[config.mk]
export PLATFORM = sky130hd
export DESIGN_NAME = tmr_pin_action
export DESIGN_NICKNAME = d
export VERILOG_FILES = /design/src/rtl/tpa_pkg.sv /design/src/rtl/tpa_sync.sv /design/src/rtl/tpa_event.sv /design/src/rtl/tpa_resolve.sv /design/src/rtl/tmr_pin_action.sv
export SDC_FILE = /design/constraint.sdc
export NUM_CORES = 1
export LEC_CHECK = 0
export ABC_AREA = 1
export BUFFER_PORTS_ARGS = -buffer_cell sky130_fd_sc_hd__buf_2
export CAP_MARGIN = 20
export CORE_MARGIN = 8
export CORE_UTILIZATION = 49
export CTS_CLUSTER_DIAMETER = 100
export CTS_CLUSTER_SIZE = 12
export DETAILED_ROUTE_END_ITERATION = 8
export PLACE_DENSITY_LB_ADDON = 0.08
export RECOVER_POWER = 25
export SYNTH_ARGS = -nofsm -noshare
export SYNTH_HDL_FRONTEND = slang
export SYNTH_SLANG_ARGS = --single-unit
[constraint.sdc]
create_clock -name clk -period 4.1 [get_ports clk]
set_input_delay 0.82 -clock clk [delete_from_list [all_inputs] [get_ports clk]]
set_output_delay 0.82 -clock clk [all_outputs]
set_load 0.02 [all_outputs]
[src/rtl/tpa_pkg.sv]
package tpa_pkg;

   typedef enum logic [2:0] {
      MODE_SINGLE  = 3'd0,
      MODE_BLOCK   = 3'd1,
      MODE_BOTH    = 3'd2,
      MODE_M2ONLY  = 3'd3,
      MODE_ORDERED = 3'd4,
      MODE_USER    = 3'd5,
      MODE_WINDOW  = 3'd6,
      MODE_RSVD    = 3'd7
   } chan_mode_e;

   typedef enum logic [1:0] {
      ACT_NONE   = 2'd0,
      ACT_HIGH   = 2'd1,
      ACT_LOW    = 2'd2,
      ACT_TOGGLE = 2'd3
   } pin_act_e;

   localparam int CODE_W = 3;

   function automatic pin_act_e code_to_act(input logic [CODE_W-1:0] c);
      case (c)
         3'b001, 3'b101:         return ACT_HIGH;
         3'b010, 3'b110, 3'b100: return ACT_LOW;
         3'b011, 3'b111:         return ACT_TOGGLE;
         default:                return ACT_NONE;
      endcase
   endfunction

   function automatic logic apply_act(input pin_act_e a, input logic lvl);
      case (a)
         ACT_HIGH:   return 1'b1;
         ACT_LOW:    return 1'b0;
         ACT_TOGGLE: return ~lvl;
         default:    return lvl;
      endcase
   endfunction

endpackage

[src/rtl/tpa_sync.sv]
module tpa_sync #(
   parameter int STAGES   = 2,
   parameter bit IDLE_LVL = 1'b0
) (
   input  logic clk,
   input  logic rst_n,
   input  logic d,
   output logic q
);

   generate
      if (STAGES < 2) begin : g_bad_stages
         $error("tpa_sync: STAGES must be at least 2");
      end
   endgenerate

   logic [STAGES-1:0] chain_q;

   always_ff @(posedge clk or negedge rst_n) begin
      if (!rst_n) chain_q <= {STAGES{IDLE_LVL}};
      else        chain_q <= {chain_q[STAGES-2:0], d};
   end

   assign q = chain_q[STAGES-1];

endmodule

[src/rtl/tpa_event.sv]
module tpa_event
   import tpa_pkg::*;
(
   input  logic              match_acc,
   input  logic              in_lvl,
   input  logic              in_rise,
   input  logic              in_fall,
   input  logic [CODE_W-1:0] out_code,
   input  logic [CODE_W-1:0] in_code,
   output logic              occurs,
   output logic              trans,
   output pin_act_e          act
);

   logic fires;

   always_comb begin
      case (in_code)
         3'b001:  trans = in_rise;
         3'b010:  trans = in_fall;
         3'b011:  trans = in_rise | in_fall;
         3'b100:  trans = match_acc & ~in_lvl;
         default: trans = 1'b0;
      endcase
   end

   assign fires  = out_code[CODE_W-1] ? trans : match_acc;
   assign occurs = match_acc | trans;
   assign act    = fires ? code_to_act(out_code) : ACT_NONE;

endmodule

[src/rtl/tpa_resolve.sv]
module tpa_resolve
   import tpa_pkg::*;
(
   input  chan_mode_e mode,
   input  logic       occ1,
   input  logic       occ2,
   input  pin_act_e   act1,
   input  pin_act_e   act2,
   input  logic       m2_blocks_m1,
   input  logic       m1_blocks_m2,
   output pin_act_e   act_sel
);

   logic m2_prevails;

   always_comb begin
      case (mode)
         MODE_M2ONLY: m2_prevails = 1'b1;
         MODE_USER:   m2_prevails = m2_blocks_m1 & ~m1_blocks_m2;
         default:     m2_prevails = 1'b0;
      endcase
   end

   always_comb begin
      if (occ1 && occ2) act_sel = m2_prevails ? act2 : act1;
      else if (occ1)    act_sel = act1;
      else if (occ2)    act_sel = act2;
      else              act_sel = ACT_NONE;
   end

endmodule

[src/rtl/tmr_pin_action.sv]
module tmr_pin_action
   import tpa_pkg::*;
#(
   parameter int SYNC_STAGES = 2,
   parameter bit RESET_LEVEL = 1'b0,
   parameter bit INPUT_IDLE  = 1'b0,
   parameter bit HAS_WINDOW  = 1'b1
) (
   input  logic       clk,
   input  logic       rst_n,
   input  logic [2:0] mode_sel,
   input  logic       match1,
   input  logic       match2,
   input  logic       pin_in,
   input  logic [2:0] oc1,
   input  logic [2:0] ic1,
   input  logic [2:0] oc2,
   input  logic [2:0] ic2,
   input  logic       m2_blocks_m1,
   input  logic       m1_blocks_m2,
   output logic       pin_out,
   output logic       trans1,
   output logic       trans2,
   output logic       svc_req
);

   localparam int NUM_EV = 2;

   chan_mode_e mode;
   assign mode = chan_mode_e'(mode_sel);

   // input synchroniser and edge register
   logic in_s, in_prev_q, in_rise, in_fall;

   tpa_sync #(.STAGES(SYNC_STAGES), .IDLE_LVL(INPUT_IDLE)) u_sync (
      .clk(clk), .rst_n(rst_n), .d(pin_in), .q(in_s)
   );

   always_ff @(posedge clk or negedge rst_n) begin
      if (!rst_n) in_prev_q <= INPUT_IDLE;
      else        in_prev_q <= in_s;
   end

   assign in_rise = in_s & ~in_prev_q;
   assign in_fall = ~in_s & in_prev_q;

   // match2 arming for ordered and window modes
   logic uses_arm, armed_q, m2_acc;
   assign uses_arm = (mode == MODE_ORDERED) || (HAS_WINDOW && mode == MODE_WINDOW);
   assign m2_acc   = match2 & (~uses_arm | armed_q);

   always_ff @(posedge clk or negedge rst_n) begin
      if (!rst_n)        armed_q <= 1'b0;
      else if (uses_arm) armed_q <= match1 | (armed_q & ~m2_acc);
      else               armed_q <= 1'b0;
   end

   // per-event logic
   logic [CODE_W-1:0] oc_a [NUM_EV];
   logic [CODE_W-1:0] ic_a [NUM_EV];
   logic              mt_a [NUM_EV];
   logic              occ  [NUM_EV];
   logic              trn  [NUM_EV];
   pin_act_e          act  [NUM_EV];

   assign oc_a[0] = oc1;
   assign oc_a[1] = oc2;
   assign ic_a[0] = ic1;
   assign ic_a[1] = ic2;
   assign mt_a[0] = match1;
   assign mt_a[1] = m2_acc;

   generate
      for (genvar e = 0; e < NUM_EV; e++) begin : g_ev
         tpa_event u_ev (
            .match_acc(mt_a[e]),
            .in_lvl   (in_s),
            .in_rise  (in_rise),
            .in_fall  (in_fall),
            .out_code (oc_a[e]),
            .in_code  (ic_a[e]),
            .occurs   (occ[e]),
            .trans    (trn[e]),
            .act      (act[e])
         );
      end
   endgenerate

   pin_act_e code_act;

   tpa_resolve u_resolve (
      .mode        (mode),
      .occ1        (occ[0]),
      .occ2        (occ[1]),
      .act1        (act[0]),
      .act2        (act[1]),
      .m2_blocks_m1(m2_blocks_m1),
      .m1_blocks_m2(m1_blocks_m2),
      .act_sel     (code_act)
   );

   // window variant
   pin_act_e final_act;

   generate
      if (HAS_WINDOW) begin : g_win
         pin_act_e win_act;
         always_comb begin
            if (m2_acc && in_s)        win_act = ACT_LOW;
            else if (armed_q && in_rise) win_act = ACT_HIGH;
            else                       win_act = ACT_NONE;
         end
         assign final_act = (mode == MODE_WINDOW) ? win_act : code_act;
      end else begin : g_nowin
         assign final_act = code_act;
      end
   endgenerate

   // output registers
   logic pin_q, tr1_q, tr2_q, svc_q;

   always_ff @(posedge clk or negedge rst_n) begin
      if (!rst_n) begin
         pin_q <= RESET_LEVEL;
         tr1_q <= 1'b0;
         tr2_q <= 1'b0;
         svc_q <= 1'b0;
      end else begin
         pin_q <= apply_act(final_act, pin_q);
         tr1_q <= trn[0];
         tr2_q <= trn[1];
         svc_q <= m2_acc;
      end
   end

   assign pin_out = pin_q;
   assign trans1  = tr1_q;
   assign trans2  = tr2_q;
   assign svc_req = svc_q;

   // assertions
   assert_svc_R9: assert property (@(posedge clk) disable iff (!rst_n)
      svc_req |-> $past(match2));

   assert_hold_R2: assert property (@(posedge clk) disable iff (!rst_n)
      (mode_sel != 3'd6 && !occ[0] && !occ[1]) |=> $stable(pin_out));

   assert_suppress_R7: assert property (@(posedge clk) disable iff (!rst_n)
      (mode_sel != 3'd6 && occ[0] && occ[1] &&
       (((mode_sel == 3'd3) || (mode_sel == 3'd5 && m2_blocks_m1 && !m1_blocks_m2))
          ? oc2 : oc1) == 3'b000) |=> $stable(pin_out));

   assert_m2only_R5: assert property (@(posedge clk) disable iff (!rst_n)
      (mode_sel == 3'd3 && match1 && match2 && oc2 == 3'b001) |=> pin_out);

   assert_order_R8: assert property (@(posedge clk) disable iff (!rst_n)
      (mode_sel == 3'd4 && match1 && match2 && !armed_q) |=> !svc_req);

endmodule

---- After elaboration in Yosys (flattened, before gate mapping) ----
Index checks and enable logic that the tools add are counted.
storage, ports and cells
  register bits ........................... 8
  bits in latches ......................... 0
  memory bits (writable) .................. 0
  memory bits (read-only) ................. 0
  logic and storage cells ................. 83
  memories ................................ 0
operators by class
  add/subtract/negate cells ............... 0
  $mul .................................... 0
  divide/modulo/power cells ............... 0
  order comparisons ....................... 0
  equal/unequal tests ..................... 29
  shifts and indexed selects .............. 0
  mux-type cells .......................... 18
  bitwise logic cells ..................... 18
  reduce and logical (&&, ||, !) cells .... 11
operators with widths
  operator                                        number
  == test 3 bit (second input constant)           13
  == test 3 x 2 -> 1 bit (second input constant)  9
  2-to-1 mux 2 bit                                8
  == test 3 x 1 -> 1 bit (second input constant)  4
  one-hot mux 2 bit (3 select lines)              2
  one-hot mux 1 bit (4 select lines)              2
  OR reduction 2 bit                              4
  bitwise AND 1 bit                               7
  NOT 1 bit                                       6
  OR reduction 3 bit                              2
  OR 1 bit                                        5
  == test 2 bit (second input constant)           2
  2-to-1 mux 1 bit                                4
  logical AND 1 bit                               3
  one-hot mux 1 bit (3 select lines)              1
  nonzero test 3 bit                              1
  == test 2 x 1 -> 1 bit (second input constant)  1
  one-hot mux 1 bit (2 select lines)              1
  logical OR 1 bit                                1

---- Depth between registers and ports, before layout ----
Gate-level depths: netlist of run 1.
  depth in word-level cells ............... 15
  depth in mapped cells ................... 14
  mapped depth without buffers ............ 14

---- By module ----
Synthesis of run 1 repeated with hierarchy kept, for this count alone.
unflattened totals
  cells, all modules ...................... 94
  area total of the unflattened synthesis .. 624.3 sq um
by module, submodules not included
  module          instances  cells an instance  area an instance (sq um)
  tmr_pin_action  1          27                 242.7
  tpa_event       2          18                 97.6
  tpa_resolve     1          29                 136.4
  tpa_sync        1          2                  50.0

---- Worst setup path before layout of run 1 ----
OpenSTA, ideal clock, no wires.
  path kind ............................... in2reg
  from .................................... in mode_sel[0]
  to ...................................... reg pin_q (netlist: pin_out)
  setup time .............................. 0.113 ns
  arrival ................................. 1.603 ns
  data required time ...................... 3.987 ns
  setup slack ............................. 2.384 ns
  stages on the path ...................... 14
  cells stage by stage .................... inv_1 -> nand3_2 -> nand2_2 -> nand2_2 -> nand2_2 -> nand2_2 -> nand2_2 -> nand2_2 -> nand3_2 -> nand2_1 -> nand2_1 -> nand2_1 -> nand2_1 -> inv_1
between the ends
  longest elaborated chain between the ends .. 15
  elaborated cells between the ends (all ways) .. 27
  classes of those cells .................. eq/ne (7); mux (11); bitwise (5); reduce/logical (4)
RTL lines
  what                                                                      RTL line                                     text
  start, declared                                                           tmr_pin_action.sv:11                         input logic [2:0] mode_sel,
  == test 3 bit, on equally long branches                                   tmr_pin_action.sv:49, tmr_pin_action.sv:113
  logical OR 1 bit                                                          tmr_pin_action.sv:49                         assign uses_arm = (mode == MODE_ORDERED) || (HAS_WINDOW && mode == MODE_WINDOW);
  NOT 1 bit                                                                 tmr_pin_action.sv:50                         assign m2_acc = match2 & (~uses_arm | armed_q);
  OR 1 bit                                                                  tmr_pin_action.sv:50
  bitwise AND 1 bit                                                         tmr_pin_action.sv:50
  bitwise AND 1 bit                                                         tpa_event.sv:22                              3'b100: trans = match_acc & ~in_lvl;
  one-hot mux 1 bit (4 select lines)                                        tpa_event.sv:18                              case (in_code)
  2-to-1 mux 1 bit                                                          tpa_event.sv:27                              assign fires = out_code[CODE_W-1] ? trans : match_acc;
  2-to-1 mux 2 bit                                                          tpa_event.sv:29                              assign act = fires ? code_to_act(out_code) : ACT_NONE;
  2-to-1 mux 2 bit                                                          tpa_resolve.sv:27                            else if (occ2) act_sel = act2;
  2-to-1 mux 2 bit                                                          tpa_resolve.sv:26                            else if (occ1) act_sel = act1;
  2-to-1 mux 2 bit                                                          tpa_resolve.sv:25                            if (occ1 && occ2) act_sel = m2_prevails ? act2 : act1;
  2-to-1 mux 2 bit (*)                                                      tmr_pin_action.sv:113                        assign final_act = (mode == MODE_WINDOW) ? win_act : code_act;
  == test 2 bit or == test 2 x 1 -> 1 bit (tied branches)                   tpa_pkg.sv:33                                case (a)
  one-hot mux 1 bit (3 select lines) or nonzero test 3 bit (tied branches)  n/a
  end signal, assigned                                                      tmr_pin_action.sv:129                        pin_q <= apply_act(final_act, pin_q);
  end, declared                                                             tmr_pin_action.sv:120                        logic pin_q, tr1_q, tr2_q, svc_q;
Every way passes the cells marked *; elsewhere a longest branch is shown, timed or not.
A chain may end at the register's enable or synchronous reset.

---- Worst setup path after layout of run 1 ----
  from .................................... reg u_sync.chain_q[1]
  to ...................................... reg pin_q (netlist: pin_out)
between the ends
  longest elaborated chain between the ends .. 12
  elaborated cells between the ends (all ways) .. 29
  classes of those cells .................. eq/ne (3); mux (14); bitwise (8); reduce/logical (4)
RTL lines
  what                                                                      RTL line                               text
  start, declared                                                           tpa_sync.sv:17                         logic [STAGES-1:0] chain_q;
  start signal, assigned                                                    tpa_sync.sv:20                         if (!rst_n) chain_q <= {STAGES{IDLE_LVL}};
  start signal, assigned                                                    tpa_sync.sv:21                         else chain_q <= {chain_q[STAGES-2:0], d};
  NOT 1 bit                                                                 tpa_event.sv:22, tmr_pin_action.sv:45
  bitwise AND 1 bit                                                         tmr_pin_action.sv:45                   assign in_fall = ~in_s & in_prev_q;
  OR 1 bit                                                                  tpa_event.sv:21                        3'b011: trans = in_rise | in_fall;
  one-hot mux 1 bit (4 select lines) (*)                                    tpa_event.sv:18
  via g_ev[1].u_ev.trans                                                    tpa_event.sv:11                        output logic trans,
  2-to-1 mux 1 bit                                                          tpa_event.sv:27
  2-to-1 mux 2 bit                                                          tpa_event.sv:29
  2-to-1 mux 2 bit                                                          tpa_resolve.sv:27
  2-to-1 mux 2 bit                                                          tpa_resolve.sv:26
  2-to-1 mux 2 bit (*)                                                      tpa_resolve.sv:25
  2-to-1 mux 2 bit (*)                                                      tmr_pin_action.sv:113
  == test 2 bit or == test 2 x 1 -> 1 bit (tied branches)                   tpa_pkg.sv:33
  one-hot mux 1 bit (3 select lines) or nonzero test 3 bit (tied branches)  n/a
Mark *: on every way through the listed nets, which the timed path passes. The rest lies on a longest branch.

==> impl_metrics.ini, run 1 <==
[drt]
drt-total-wl_mm = 1.55
antenna_left = 0
drt-vias-per-instance = 4.90
remaining_drc_errors = 0
firstDrtPassIters = 4
vias = 666
wire_per_inst_um = 11.4
drt_iter0_drc = 5

[layout]
final_cell_mix = 24 x buf_2, 19 x nand2_1, 17 x inv_1, 13 x nand3_1, 8 x dfrtp_1
drive_above_1_share_pct = 33.1
final_common_cell = buf_2
final_nets = 147
area_growth_pct = 25.8
antenna_cells = 0

[power]
p_leak_nw = 0.462
power-per-cell-area_nw_per_um2 = 288
vdd_ir_drop_max_mv = 0.202

[sta]
setup_ws_ns = 2.39
final_max_slew_viol_count = 0
final_hold_viol_count = 0
finClkSkew_ns = 0.00727
fmax_mhz = 585
min_period_ns = 1.71
setup-tns-final_ns = 0
tightest_slew_ns = 0.417
fin_crit_sh_pct = 41.7
finalSetupViolations = 0
grt_setup_unrepaired = no
relSlewSlack_pct = 72.2

[worst_hold_path]
hold_class = flop to flop
hp-start = u_sync.chain_q[0]

[critical_path]
crit_path_end = pin_out
crit_path_max_fanout = 5
worstPathRequired_ns = 4.25
startpoint_type = flop
reg2regPathDepth = 13
crit_path_end_kind = flop
regToRegSetupSlack_ns = 2.39
arrival_ns = 1.86
r2r_start = u_sync.chain_q[1]
rr_endpoint = pin_out
timing_worst_setup_path_type = flop to flop
critPathLaunch = u_sync.chain_q[1]

[floorplan]
die_h_um = 52.1
die_width_um = 52.1
start_util_pct = 51.0
core_area_um2 = 1250
io_pins = 26
dieArea_um2 = 2720
num_rows = 13

[placement]
port_buffers = 25
preCtsSetupSlack_ns = 2.16
dp.final_hpwl_mm = 1.34
gp_congestion = 0.771

[logic_synthesis]
ys_seq_area_share_pct = 31.3
syn_avg_cell_area_um2 = 6.87
syn-num-nets = 117
synth.distinct_cells = 21
postSynthCellCount = 93
netlist_top_cells_area = dfrtp_1 31%, nand2_1 11%, nand3_1 10%
ys_seq_elements = 8
syn_area_um2 = 639
synth-warning-count = 0
synth_top_cell_by_area = dfrtp_1
synth_top_area_share_pct = 31.3

[global_routing]
grt_antenna_before_repair = 0
gr-usage-all-layers_pct = 12.7
overflow = 0
first_global_vias = 668
grt_max_degree = 9
grt_pass1_wl_mm = 2.55

[clock_network]
numCtsBuffers = 3
cts_root_buf = clkbuf_4
cts_tree = done
clock_path_buffers = 2
cts.sinks = 8
holdBufCountCts = 0
cts_resized = 0
cts_setup_buffers = 0
clk_pin_slew_ns = 0.06
cts_max_level = 1
clock_latency_ns = 0.26

[run]
cap_violations = 0

[status]
outcome = finished clean
cell type report:
class                      instances  area, µm²
sequential                         8        200
tap                               15       18.8
multi-input combinational         67        372
timing repair buffer              25        124
clock buffer                       3       22.5
inverter                          18       67.6
fill                             114        448
stage by stage:
stage	area, µm²	total power, mW	utilization, %	hold WS (ns)	instances
after floorplan	639	0.143	-	0.331	93
after global placement	783	0.170	62.5	0.334	133
after detailed placement	783	0.172	62.5	0.371	133
after CTS	806	0.236	64.3	0.380	136
after global routing	805	0.250	64.2	0.383	136
final	805	0.232	64.2	0.376	136
state kept, by name (all words and copies together) (netlist names):
name / count
u_sync.chain_q: 2
armed_q: 1
in_prev_q: 1
pin_out: 1
svc_req: 1
trans1: 1
trans2: 1
cells in the mapped netlist:
cell / number
nand2_1: 19
inv_1: 17
nand3_1: 13
dfrtp_1: 8
nand2_2: 7
nor2_1: 5
nor3_1: 3
o21ai_0: 3
o21bai_1: 3
a21oi_1: 2
ha_1: 2
nand3_2: 2
a21boi_1: 1
a21oi_2: 1
and2_1: 1
inv_2: 1
nand3_4: 1
nand4_1: 1
nor2_2: 1
o21a_1: 1
o21ai_1: 1
routing by layer:
metal / GRT usage, % / part of all wire [%] / vias to the layer above / wire length [µm]
li1: - / - / 355 / -
met1: 13.3 / 40 / 284 / 623
met2: 18.4 / 50 / 19 / 768
met3: 4.84 / 4.9 / 8 / 76
met4: 13.3 / 5.2 / 0 / 80
met5: 0 / 0 / - / 0
critical path, stage by stage, from the launching register on:
cell and delay [ns]:
dfrtp_1 0.42, inv_1 0.13, ha_1 0.15, inv_1 0.06, o21ai_0 0.16, nand3_1 0.14
nand2_1 0.13, nand2_1 0.07, nand2_2 0.07, nand3_1 0.06, nand3_1 0.07, nand2_1 0.05
nand2_1 0.06, inv_1 0.03
worst min path at each step:
stage / to / cells after the start
floorplan: u_sync.chain_q[1] / 0
global placement: u_sync.chain_q[1] / 0
detailed placement: u_sync.chain_q[1] / 0
CTS: in_prev_q / 1
global route: u_sync.chain_q[1] / 0
finish: u_sync.chain_q[1] / 0
power by group:
part | internal, mW | switching [mW] | total (mW) | leakage [nW]
Clock | 0.0336 | 0.0283 | 0.0619 | 0.0138
Sequential | 0.0880 | 0.00479 | 0.0928 | 0.0985
Combinational | 0.0310 | 0.0459 | 0.0768 | 0.350
Total | 0.153 | 0.0790 | 0.232 | 0.462
kinds of logic after synthesis:
logic type	after synthesis	share of synthesized area, %
and+or+nand+nor	53	42.3
DFF	8	31.3
AOI/OAI and AO/OA	12	11.9
buffers and inverters	18	10.6
adders and majority gates	2	3.91
Note: power is estimated with default switching activity, not from simulation.
==> run 2, diff against run 1 <==
--- a/config.mk
+++ b/config.mk
@@ -9,7 +9,7 @@
 export BUFFER_PORTS_ARGS = -buffer_cell sky130_fd_sc_hd__buf_2
 export CAP_MARGIN = 20
 export CORE_MARGIN = 8
-export CORE_UTILIZATION = 49
+export CORE_UTILIZATION = 41
 export CTS_CLUSTER_DIAMETER = 100
 export CTS_CLUSTER_SIZE = 12
 export DETAILED_ROUTE_END_ITERATION = 8
==> constraint.sdc (replaced) <==
create_clock -name clk -period 1.4 [get_ports clk]
set_input_delay 0.28 -clock clk [delete_from_list [all_inputs] [get_ports clk]]
set_output_delay 0.28 -clock clk [all_outputs]
set_load 0.02 [all_outputs]
==> impl_metrics.ini, run 2 (synthesis results as in run 1) <==
[critical_path]
worstPathCellList = ha_4, nand3_1, nand3_2, nand2_2, nand2_2, nand2_4, nand3_2, nand2_1, nand2_1, nand2_1, nand2_1, inv_1
worstPathRequired_ns = 1.55
timing_worst_setup_path_type = flop to flop
critPathMaxStageDelay_ns = 0.43
arrival_ns = 1.66
crit_buf_inv = 1
crit_path_max_fanout = 3
crit_path_end_kind = flop
crit_slowest_cell = dfrtp_2
path_delay_family = simple AND/OR/NAND/NOR gates
startpoint_type = flop
path_common_cell = nand2_1

[power]
internal_power_mw = 0.474
power_frac_seq_pct = 37.9
combPwrFrac_pct = 38.2
power.switching_mw = 0.247
vdd_ir_drop_max_mv = 0.829
p_leak_nw = 0.516
pwr-share-clk_pct = 23.9
swShare_pct = 34.2
power-per-cell-area_nw_per_um2 = 755

[layout]
multi_input_area_um2 = 449
largest_register_ffs = 2
register_area_um2 = 201
fin_area_um2 = 955
final_nets = 156
final_common_cell = buf_2
regMostFlops = u_sync.chain_q
antenna_cells = 0
fillers = 141
final_cell_mix = 24 x buf_2, 17 x nand2_1, 14 x inv_1
area_growth_pct = 49.3
drive_above_1_share_pct = 50.0

[drt]
firstDrtPassIters = 4
drt_iter0_drc = 5
wire_per_inst_um = 11.5
antenna_left = 0
drt-total-wl_mm = 1.69
drt-vias-per-instance = 4.82
vias = 704
remaining_drc_errors = 0

[placement]
gp_congestion = 0.826
port_buffers = 25
dp.final_hpwl_mm = 1.41
dpl_cell_area_um2 = 867

[sta]
finalSetupViolations = 1
tightest_slew_ns = 0.405
min_period_ns = 1.52
grt_setup_unrepaired = yes
final_max_slew_viol_count = 0
setup_ws_ns = -0.120
fmax_mhz = 658
fin_crit_sh_pct = 109
fin_hold_ws_ns = 0.127
final_hold_viol_count = 0
finClkSkew_ns = 0.00752
relSlewSlack_pct = 73.0

[floorplan]
core_area_um2 = 1490
die_width_um = 55.5
dieArea_um2 = 3080
start_util_pct = 42.9
num_rows = 14
io_pins = 26
die_h_um = 55.5

[clock_network]
clock_path_buffers = 2
cts_tree = done
numCtsBuffers = 3
clk_pin_slew_ns = 0.05
cts_root_buf = clkbuf_4
clock_latency_ns = 0.26
cts.sinks = 8
cts_max_level = 1

[global_routing]
first_global_vias = 763
gr-usage-all-layers_pct = 11.5
grt_max_degree = 9
grt_antenna_before_repair = 0
grt_pass1_wl_mm = 2.97
overflow = 0

[run]
cap_violations = 0

[status]
outcome = finished, violations left
violations = setup timing

[worst_hold_path]
hold_class = input port to flop
run 2: cell count changes in the layout (fill, tap and decap cells not counted), sizes merged:
cell	delta
dlygate4sd3	+1
buf	+8
run 2: layout make-up:
class / instances / area share, %
repair buffers: 34 / 20.3
clock buffers: 3 / 2.36
inverters: 18 / 7.08
multi-input cells: 67 / 47.1
well taps: 16 / 2.10
flip-flops and latches: 8 / 21.1
run 2: metrics by stage:
step                      std cells  total power [mW]  util [%]  setup TNS (ns)  setup WS [ns]
after CTS                       146             0.729      63.1          -0.101         -0.101
after floorplan                  93             0.427         -         -0.0435        -0.0435
after detailed placement        141             0.532      58.2          -0.126         -0.126
after global routing            146             0.777      64.1          -0.247         -0.247
after global placement          141             0.526      58.2          -0.120         -0.120
final                           146             0.720      64.1          -0.120         -0.120
run 2: timing repair:
| action | in CTS | in global routing |
|---|---|---|
| gates cloned | 0 | 0 |
| gates resized for setup | 8 | 5 |
| hold buffers | 1 | 0 |
| buffers inserted | 1 | 0 |
| endpoints found under the hold margin | 8 | 0 |
| endpoints found under the setup margin | 1 | 1 |
| pin swaps | 6 | 5 |
run 2: path summary, 6_finish.rpt:
kind                                   start                 to  slack, ns  cells past startpoint
setup / recovery           u_sync.chain_q[1]            pin_out      -0.12                     12
hold / removal                        pin_in  u_sync.chain_q[0]       0.13                      1
setup reg to reg           u_sync.chain_q[1]            pin_out      -0.12                     12
hold reg to reg            u_sync.chain_q[0]  u_sync.chain_q[1]       0.35                      0
max in group asynchronous              rst_n  u_sync.chain_q[1]       0.64                      2
min in group asynchronous              rst_n  u_sync.chain_q[0]       0.45                      2
run 2: power groups by stage:
stage                     logic (mW)  clock network, mW  registers (mW)
after floorplan                0.124                  0           0.302
after global placement         0.250                  0           0.276
after detailed placement       0.255                  0           0.277
after CTS                      0.273              0.184           0.273
after global routing           0.308              0.194           0.276
final                          0.276              0.172           0.273
run 2: routing by layer:
| layer | track usage [%] | vias up | wire length (µm) |
|---|---|---|---|
| li1 | - | 371 | - |
| met1 | 11.8 | 317 | 675 |
| met2 | 19.9 | 14 | 928 |
| met3 | 4.34 | 2 | 63 |
| met4 | 5.28 | 0 | 17 |
| met5 | 0 | - | 0 |
